--- config.mk ---
export PLATFORM = sky130hd
export DESIGN_NAME = sbr_read_master
export DESIGN_NICKNAME = d
export VERILOG_FILES = /design/src/rtl/sbr_pkg.sv /design/src/rtl/sbr_launch.sv /design/src/rtl/sbr_capture.sv /design/src/rtl/sbr_read_master.sv
export SDC_FILE = /design/constraint.sdc
export NUM_CORES = 1
export LEC_CHECK = 0
export BUFFER_PORTS_ARGS = -buffer_cell sky130_fd_sc_hd__buf_4
export CORE_ASPECT_RATIO = 1.4
export CORE_MARGIN = 2
export CORE_UTILIZATION = 39
export DETAILED_ROUTE_END_ITERATION = 7
export PLACE_DENSITY = 0.65
export SETUP_SLACK_MARGIN = 0.15
export SLEW_MARGIN = 10
export SYNTH_ARGS = -nofsm -noshare
export SYNTH_HDL_FRONTEND = slang
export SYNTH_SLANG_ARGS = --single-unit
--- constraint.sdc ---
create_clock -name clk -period 2.94 [get_ports clk]
set_input_delay 0.441 -clock clk [delete_from_list [all_inputs] [get_ports clk]]
set_output_delay 0.441 -clock clk [all_outputs]
set_load 0.01 [all_outputs]
--- src/rtl/sbr_pkg.sv ---
package sbr_pkg;

  // Decision taken on each falling edge for the active transfer.
  typedef enum logic [1:0] {
    CAP_IDLE    = 2'd0,
    CAP_STRETCH = 2'd1,
    CAP_TAKE    = 2'd2
  } cap_e;

endpackage

--- src/rtl/sbr_launch.sv ---
module sbr_launch #(
  parameter int AW = 16
) (
  input  logic          clk,
  input  logic          rst,
  input  logic          req,
  input  logic [AW-1:0] addr,
  input  logic          active,
  output logic          start_tgl,
  output logic [AW-1:0] bus_addr,
  output logic          held_v
);

  logic [AW-1:0] held_addr;
  logic          launch;
  logic [AW-1:0] launch_addr;

  // A held request always goes before a fresh one.
  always_comb begin
    launch      = !active && (held_v || req);
    launch_addr = held_v ? held_addr : addr;
  end

  // Rising-edge steps: launch a transfer and park a request that arrives
  // while the bus is occupied.
  always_ff @(posedge clk) begin
    if (rst) begin
      start_tgl <= 1'b0;
      bus_addr  <= '0;
      held_v    <= 1'b0;
      held_addr <= '0;
    end else begin
      if (launch) begin
        start_tgl <= ~start_tgl;
        bus_addr  <= launch_addr;
      end
      if (launch && held_v) begin
        held_v <= req;
        if (req) held_addr <= addr;
      end else if (active && req && !held_v) begin
        held_v    <= 1'b1;
        held_addr <= addr;
      end
    end
  end

endmodule

--- src/rtl/sbr_capture.sv ---
module sbr_capture
  import sbr_pkg::*;
#(
  parameter int DW = 32
) (
  input  logic          clk,
  input  logic          rst,
  input  logic          active,
  input  logic          bus_wait,
  input  logic [DW-1:0] bus_data,
  output logic          end_tgl,
  output logic          done,
  output logic [DW-1:0] rdata
);

  cap_e cap;

  always_comb begin
    if (!active)      cap = CAP_IDLE;
    else if (bus_wait) cap = CAP_STRETCH;
    else               cap = CAP_TAKE;
  end

  // Falling-edge steps: sample wait, take the word and close the transfer.
  always_ff @(negedge clk) begin
    if (rst) begin
      end_tgl <= 1'b0;
      done    <= 1'b0;
      rdata   <= '0;
    end else begin
      done <= (cap == CAP_TAKE);
      if (cap == CAP_TAKE) begin
        end_tgl <= ~end_tgl;
        rdata   <= bus_data;
      end
    end
  end

endmodule

--- src/rtl/sbr_read_master.sv ---
module sbr_read_master #(
  parameter int AW = 16,
  parameter int DW = 32
) (
  input  logic          clk,
  input  logic          rst,
  input  logic          req,
  input  logic [AW-1:0] addr,
  output logic          busy,
  output logic          done,
  output logic [DW-1:0] rdata,
  output logic [AW-1:0] bus_addr,
  output logic          bus_mreq,
  output logic          bus_rd,
  input  logic          bus_wait,
  input  logic [DW-1:0] bus_data
);

  logic start_tgl;
  logic end_tgl;
  logic held_v;
  logic active;

  // A transfer is in flight while the rising-edge launch count is one
  // ahead of the falling-edge completion count.
  assign active   = start_tgl ^ end_tgl;
  assign bus_mreq = active;
  assign bus_rd   = active;
  assign busy     = active | held_v;

  sbr_launch #(.AW(AW)) u_launch (
    .clk       (clk),
    .rst       (rst),
    .req       (req),
    .addr      (addr),
    .active    (active),
    .start_tgl (start_tgl),
    .bus_addr  (bus_addr),
    .held_v    (held_v)
  );

  sbr_capture #(.DW(DW)) u_capture (
    .clk      (clk),
    .rst      (rst),
    .active   (active),
    .bus_wait (bus_wait),
    .bus_data (bus_data),
    .end_tgl  (end_tgl),
    .done     (done),
    .rdata    (rdata)
  );

endmodule

==> results of run 1 <==
-- cell families (layout without fill, tap and decap cells) --
family                    after synthesis  in the layout  share of synthesized area [%]
and+or+nand+nor                        73             74                           14.2
DFF                                    68             68                           47.8
muxes                                  34             34                           12.4
AOI/OAI and AO/OA                      98             98                           18.7
xor gates and xnor gates                1              1                          0.967
buffers and inverters                  35            181                           5.89
-- final cells by class --
class                      instances  area [um^2]  area share (%)
inverter                           2         12.5           0.267
timing repair buffer             129         1150            24.5
clock inverter                    40          256            5.47
tap                               95          119            2.53
clock buffer                      10          128            2.72
multi-input combinational        207         1650            35.1
sequential                        68         1380            29.4
-- worst max-delay path: cells and delay by family (launching register included) --
family	cells	cell delay (ns)
DFF	1	0.36
buffers and inverters	2	0.26
and+or+nand+nor	1	0.05
xor gates and xnor gates	1	0.24
-- where the power goes --
group          leakage [nW]  internal, mW  total, mW  switching (mW)
clock network         0.320         0.705       1.16           0.452
registers             0.562          1.01       1.05          0.0461
logic                  1.09         0.365      0.699           0.334
total                  1.98          2.08       2.91           0.832
-- synthesized netlist by cell type --
cell type	count
o21ai_0	29
mux2i_1	33
clkinv_1	1
nor3_1	1
buf_12	1
nand2b_1	34
xnor2_4	1
buf_2	7
or2_2	1
nor2_1	2
clkbuf_1	19
nand2_1	2
o21ai_1	3
a21oi_1	49
buf_6	1
and2_1	1
a211oi_1	17
nand3_1	32
inv_1	2
buf_1	3
mux2i_4	1
buf_4	1
dfxtp_1	68
-- metal layers --
metal	global-route usage (%)	part of all wire [%]	up-vias
met4	10.1	1.5	0
met1	21.9	39	1350
met2	37.1	55	81
li1	-	-	1377
met5	0	0	-
met3	6.22	4.3	10
-- through the flow --
stage	cells	utilization, %	setup WS (ns)	hold slack [ns]
3_5_place_dp	487	53.1	-0.116	0.465
4_1_cts	549	65.3	-0.270	0.356
5_1_grt	551	66.7	-0.306	0.373
6_report	551	66.7	-0.258	0.369
2_1_floorplan	309	-	-0.0125	0.448
3_3_place_gp	487	53.1	-0.0572	0.457
-- sequential cells by signal, summed over array words and instances, names as in the netlist --
name and cells:
u_launch.bus_addr 16, u_launch.held_addr 16, u_capture.end_tgl 1, u_launch.held_v 1
u_capture.done 1, u_capture.rdata 32, u_launch.start_tgl 1
-- how the worst max path moves through the flow --
stage                      startpoint                    end  slack (ns)  cells past startpoint
finish              u_capture.end_tgl                   busy       -0.26                      4
global route        u_capture.end_tgl                   busy       -0.31                      4
CTS                 u_capture.end_tgl                   busy       -0.27                      4
detailed placement  u_capture.end_tgl  u_launch.bus_addr[13]       -0.12                      4
global placement    u_capture.end_tgl  u_launch.bus_addr[11]       -0.06                      4
floorplan           u_capture.end_tgl                 bus_rd       -0.01                      4
-- repair_timing --
action                     4_1_cts  5_1_grt
cloned                           4        0
setup endpoints to repair       66       76
hold buffers                     0        0
pin swaps                       53        6
buffers inserted                 9        2
gates resized for setup         77       26
==> metrics.cfg, run 1 <==
[power_and_ir_drop]
total_power_mw = 2.91
p_leak_nw = 1.98
irDropWorstVdd_mv = 0.406
powerDensity_nw_per_um2 = 620

[global_routing]
grt_start_max_net_pins = 52
track_usage_pct = 20.7
antenna_found_initial = 0
grt_pass1_vias = 2968
grt.overflow.total = 0
grt_first_pass_wirelength_mm = 13.4

[timing]
tightest_slew_ns = 0.675
finalMaxSlewViolations = 0
tns_ns = -3.47
setup_slack_ns = -0.258
slew_headroom_pct = 55.0
setup_viol = 48
finalClockSkew_ns = 0.0547
rsz0062_at_grt = yes
hold_violations = 0

[critical_path]
worstPathMaxFanout = 4
r2r_cells = 6
critPathRequiredTime_ns = 2.50
reg2reg_from = u_capture.end_tgl
crit_chain = xnor2_4, buf_12, nand2b_4, buf_6
worstSetupEndpointType = output port
slowest_stage = dfxtp_4
arrival_ns = 2.76
reg2reg_slack_ns = -0.16
cp-start-kind = flip-flop
rr_endpoint = u_launch.held_addr[10]
crit_path_max_incr_delay_ns = 0.36
critPathKind = reg2out

[route]
vias_per_cell = 5.11
wl_per_cell_um = 14.9
drtIter0Drc = 89
final_antenna_net_count = 0
vias = 2818
drc = 0
wirelength_mm = 8.23
firstDrtPassIters = 4

[min_path]
holdPathEnd = u_launch.held_addr[5]
hold_class = in2reg
hold_start = addr[5]
holdPathStages = 3

[run_status]
run_status = finished, violations left
violations = setup timing

[floorplan]
chipWidth_um = 76.2
start_util_pct = 40.5
num_rows = 36
io_pins = 104
fp.dieArea_um2 = 8010
die_h_um = 105
core_um2 = 7030

[clock_tree]
clock_path_buffers = 2
cts.htree.levels = 3
clk_latency_ns = 0.39
cts.sinks = 68
root_buffer = clkbuf_8
clkTransAtPathRegs_ns = 0.07
cts_tree = built
cts_buffers = 9

[cells_and_area]
final_common_cell = buf_4
fillCellCount = 601
n_antenna_cell = 0
fin_area_um2 = 4690
nets = 503
layout-drive-gt1-share_pct = 49.1
layout_common_cells = 110 x buf_4, 58 x dfxtp_1, 36 x inv_1
area_growth_pct = 64.7

[synth]
yosysSeqAreaShare_pct = 47.8
yosys_register_bits = 68
syn_area_um2 = 2850
synth_area_leaders = dfxtp_1 48%, mux2i_1 12%, a21oi_1 8.6%, nand2b_1 7.5%, nand3_1 5.6%
synth_warnings = 0
avgSynthCellArea_um2 = 9.22
synth_nets = 361
synth.top_cell.area_share_pct = 47.8
synthDistinctLibCells = 23
syn_inst = 309
synth_area_leader_cell = dfxtp_1

[placement]
portBuffers = 103
place_congestion = 0.704
dp.final_hpwl_mm = 4.92
placed_area_um2 = 3730

[flow_run]
maxCapViolCount = 0

(Power assumes the default switching activity.)
==> run 2: changes to the inputs <==
==> constraint.sdc (replaced) <==
create_clock -name clk -period 4.05 [get_ports clk]
set_input_delay 0.6075 -clock clk [delete_from_list [all_inputs] [get_ports clk]]
set_output_delay 0.6075 -clock clk [all_outputs]
set_load 0.01 [all_outputs]
==> run 2 against run 1 <==
The run now ends clean. Total power fell by 34%. Final cell count fell by 2.4%. Non-clock buffer count fell by 12. Hold slack improved by 0.10 ns. Count of clock-buffer cells in the layout fell by 1. Critical path type unchanged. Largest power group unchanged. Highest routed layer unchanged.
==> metrics.cfg, run 2 (synthesis gave the netlist of run 1 again) <==
[floorplan]
chipWidth_um = 76.2  ; unchanged
io_pins = 104  ; unchanged
core_um2 = 7030  ; unchanged
fp.dieArea_um2 = 8010  ; unchanged
die_h_um = 105  ; unchanged
start_util_pct = 40.5  ; unchanged
num_rows = 36  ; unchanged

[cells_and_area]
largest_register = u_capture.rdata
reg.largest.list = u_capture.rdata x32, u_launch.bus_addr x16, u_launch.held_addr x16
ff_latch_area_um2 = 1370  ; -1.0%
largest_reg_flops = 32  ; unchanged
area_growth_pct = 43.0
layout_common_cells = 115 x buf_4, 67 x dfxtp_1, 49 x a21oi_1
post-route-util_pct = 58.0  ; -8.8 points
layout-drive-gt1-share_pct = 31.2  ; -18 points
fin_cells = 538  ; -2.4%
fin_area_um2 = 4070  ; -13%
final_common_cell = buf_4
n_antenna_cell = 0  ; unchanged
fillCellCount = 662  ; +10%
nets = 490  ; -2.6%
multiInputGateArea_um2 = 1320  ; -20%

[global_routing]
grt.overflow.total = 0  ; unchanged
grt_pass1_vias = 2632  ; -11%
track_usage_pct = 18.2  ; -2.6 points
grtUsageMet2_pct = 29.8  ; -7.3 points
grt_use_met1_pct = 19.9  ; -2.0 points
antenna_found_initial = 0  ; unchanged
top_usage_layer = met2
grt_start_max_net_pins = 55  ; +5.8%
grtUsageMet3_pct = 7.34  ; +1.1 points
grt_first_pass_wirelength_mm = 11.8  ; -12%

[clock_tree]
cts_tree = built
cts_buffers = 9  ; unchanged
root_buffer = clkbuf_8
cts.sinks = 68  ; unchanged
clkTransAtPathRegs_ns = 0.04  ; -0.03 ns
cts.htree.levels = 3  ; unchanged
clk_latency_ns = 0.38  ; about the same
clock_path_buffers = 2  ; unchanged
hold_buffers = 0  ; unchanged

[route]
drtIter0Drc = 110  ; +24%
wirelength_mm = 7.22  ; -12%
vias = 2702  ; -4.1%
vias_per_cell = 5.02  ; -1.8%
final_antenna_net_count = 0  ; unchanged
firstDrtPassIters = 4  ; unchanged
wl_per_cell_um = 13.4  ; -10%
drc = 0  ; unchanged

[critical_path]
rr_endpoint = u_launch.bus_addr[0]
crit_chain = xnor2_4, buf_6, nand2b_1, buf_4
slowest_stage = dfxtp_4
reg2reg_from = u_capture.end_tgl
worstSetupEndpointType = output port
worstPathMaxFanout = 3  ; -1
reg2reg_slack_ns = 0.38  ; +0.54 ns
arrival_ns = 3.24  ; +0.48 ns
cp-start-kind = flip-flop
crit_path_max_incr_delay_ns = 0.36  ; about the same
critPathKind = reg2out
r2r_cells = 6  ; unchanged
critPathRequiredTime_ns = 3.44  ; +0.94 ns

[power_and_ir_drop]
powerDensity_nw_per_um2 = 472  ; -24%
total_power_mw = 1.92  ; -34%
irDropWorstVdd_mv = 0.253  ; -37%
p_leak_nw = 1.79  ; -9.2%

[placement]
pre_cts_slack_ns = 0.103  ; +0.219 ns
portBuffers = 103  ; unchanged
place_congestion = 0.736  ; +4.6%
dp.final_hpwl_mm = 4.76  ; -3.2%
placed_area_um2 = 3690  ; -1.1%
dp.cells = 487  ; unchanged

[timing]
finalClockSkew_ns = 0.0489  ; -0.00580 ns
hold_violations = 0  ; unchanged
finalMaxSlewViolations = 0  ; unchanged
rsz0062_at_grt = no
setup_viol = 0  ; -100%
tightest_slew_ns = 0.545  ; -0.130 ns
whs_ns = 0.473  ; +0.104 ns
slew_headroom_pct = 63.7  ; +8.6 points
tns_ns = 0  ; +3.47 ns
setup_slack_ns = 0.207  ; +0.465 ns

[flow_run]
maxCapViolCount = 0  ; unchanged

[min_path]
hold_start = u_capture.rdata[22]
holdPathStages = 2  ; -1
holdPathEnd = u_capture.rdata[22]
hold_class = reg2reg

[run_status]
run_status = complete, no violations

==> run 2: cell types whose count changed in the layout (fill, tap and decap cells not counted), moves of 5 or more <==
cell and change:
a21oi_1 +23, a211oi_2 -8, dfxtp_2 -8, buf_4 +5, nand3_2 -30, a21oi_2 -23
buf_6 -7, dfxtp_1 +9, nand3_1 +32, buf_12 -5, a211oi_1 +8
==> run 2: what timing repair did <==
item,4_1_cts,5_1_grt
endpoints found under the setup margin,3,3
resized for setup,1,3
setup buffers,2,0
pin swaps,1,1
==> run 2: routing by layer <==
layer  wire length [um]  share of wire [%]  up-vias
met5                  0                  0        -
met4                129                1.8        0
met3                412                5.7       13
met2               3610                 50       82
met1               3070                 43     1259
li1                   -                  -     1348
==> run 2: cell type report <==
cell class              instances  share of cell area (%)
clock buffers                   9                    3.04
clock inverters                41                    5.99
inverters                       2                   0.184
multi-input cells             206                    32.4
flip-flops and latches         68                    33.5
well taps                      95                    2.92
repair buffers                117                    22.0
==> run 2: critical path, delay by kind of cell, from the launching register on <==
kind / cells / cell delay [ns]
xor gates and xnor gates: 1 / 0.15
buffers and inverters: 2 / 0.26
DFF: 1 / 0.36
and+or+nand+nor: 1 / 0.05
==> run 2: worst max-delay path by stage <==
stage                            startpoint  endpoint  slack, ns
after floorplan           u_capture.end_tgl    bus_rd       0.26
after global placement    u_capture.end_tgl    bus_rd       0.15
final                     u_capture.end_tgl      busy       0.21
after global routing      u_capture.end_tgl      busy       0.15
after CTS                 u_capture.end_tgl    bus_rd       0.16
after detailed placement  u_capture.end_tgl    bus_rd       0.10
==> run 2: power breakdown <==
part | total (mW) | switching [mW] | leakage [nW] | internal (mW)
registers | 0.761 | 0.0311 | 0.558 | 0.730
logic | 0.368 | 0.185 | 0.932 | 0.183
clock network | 0.794 | 0.343 | 0.304 | 0.451
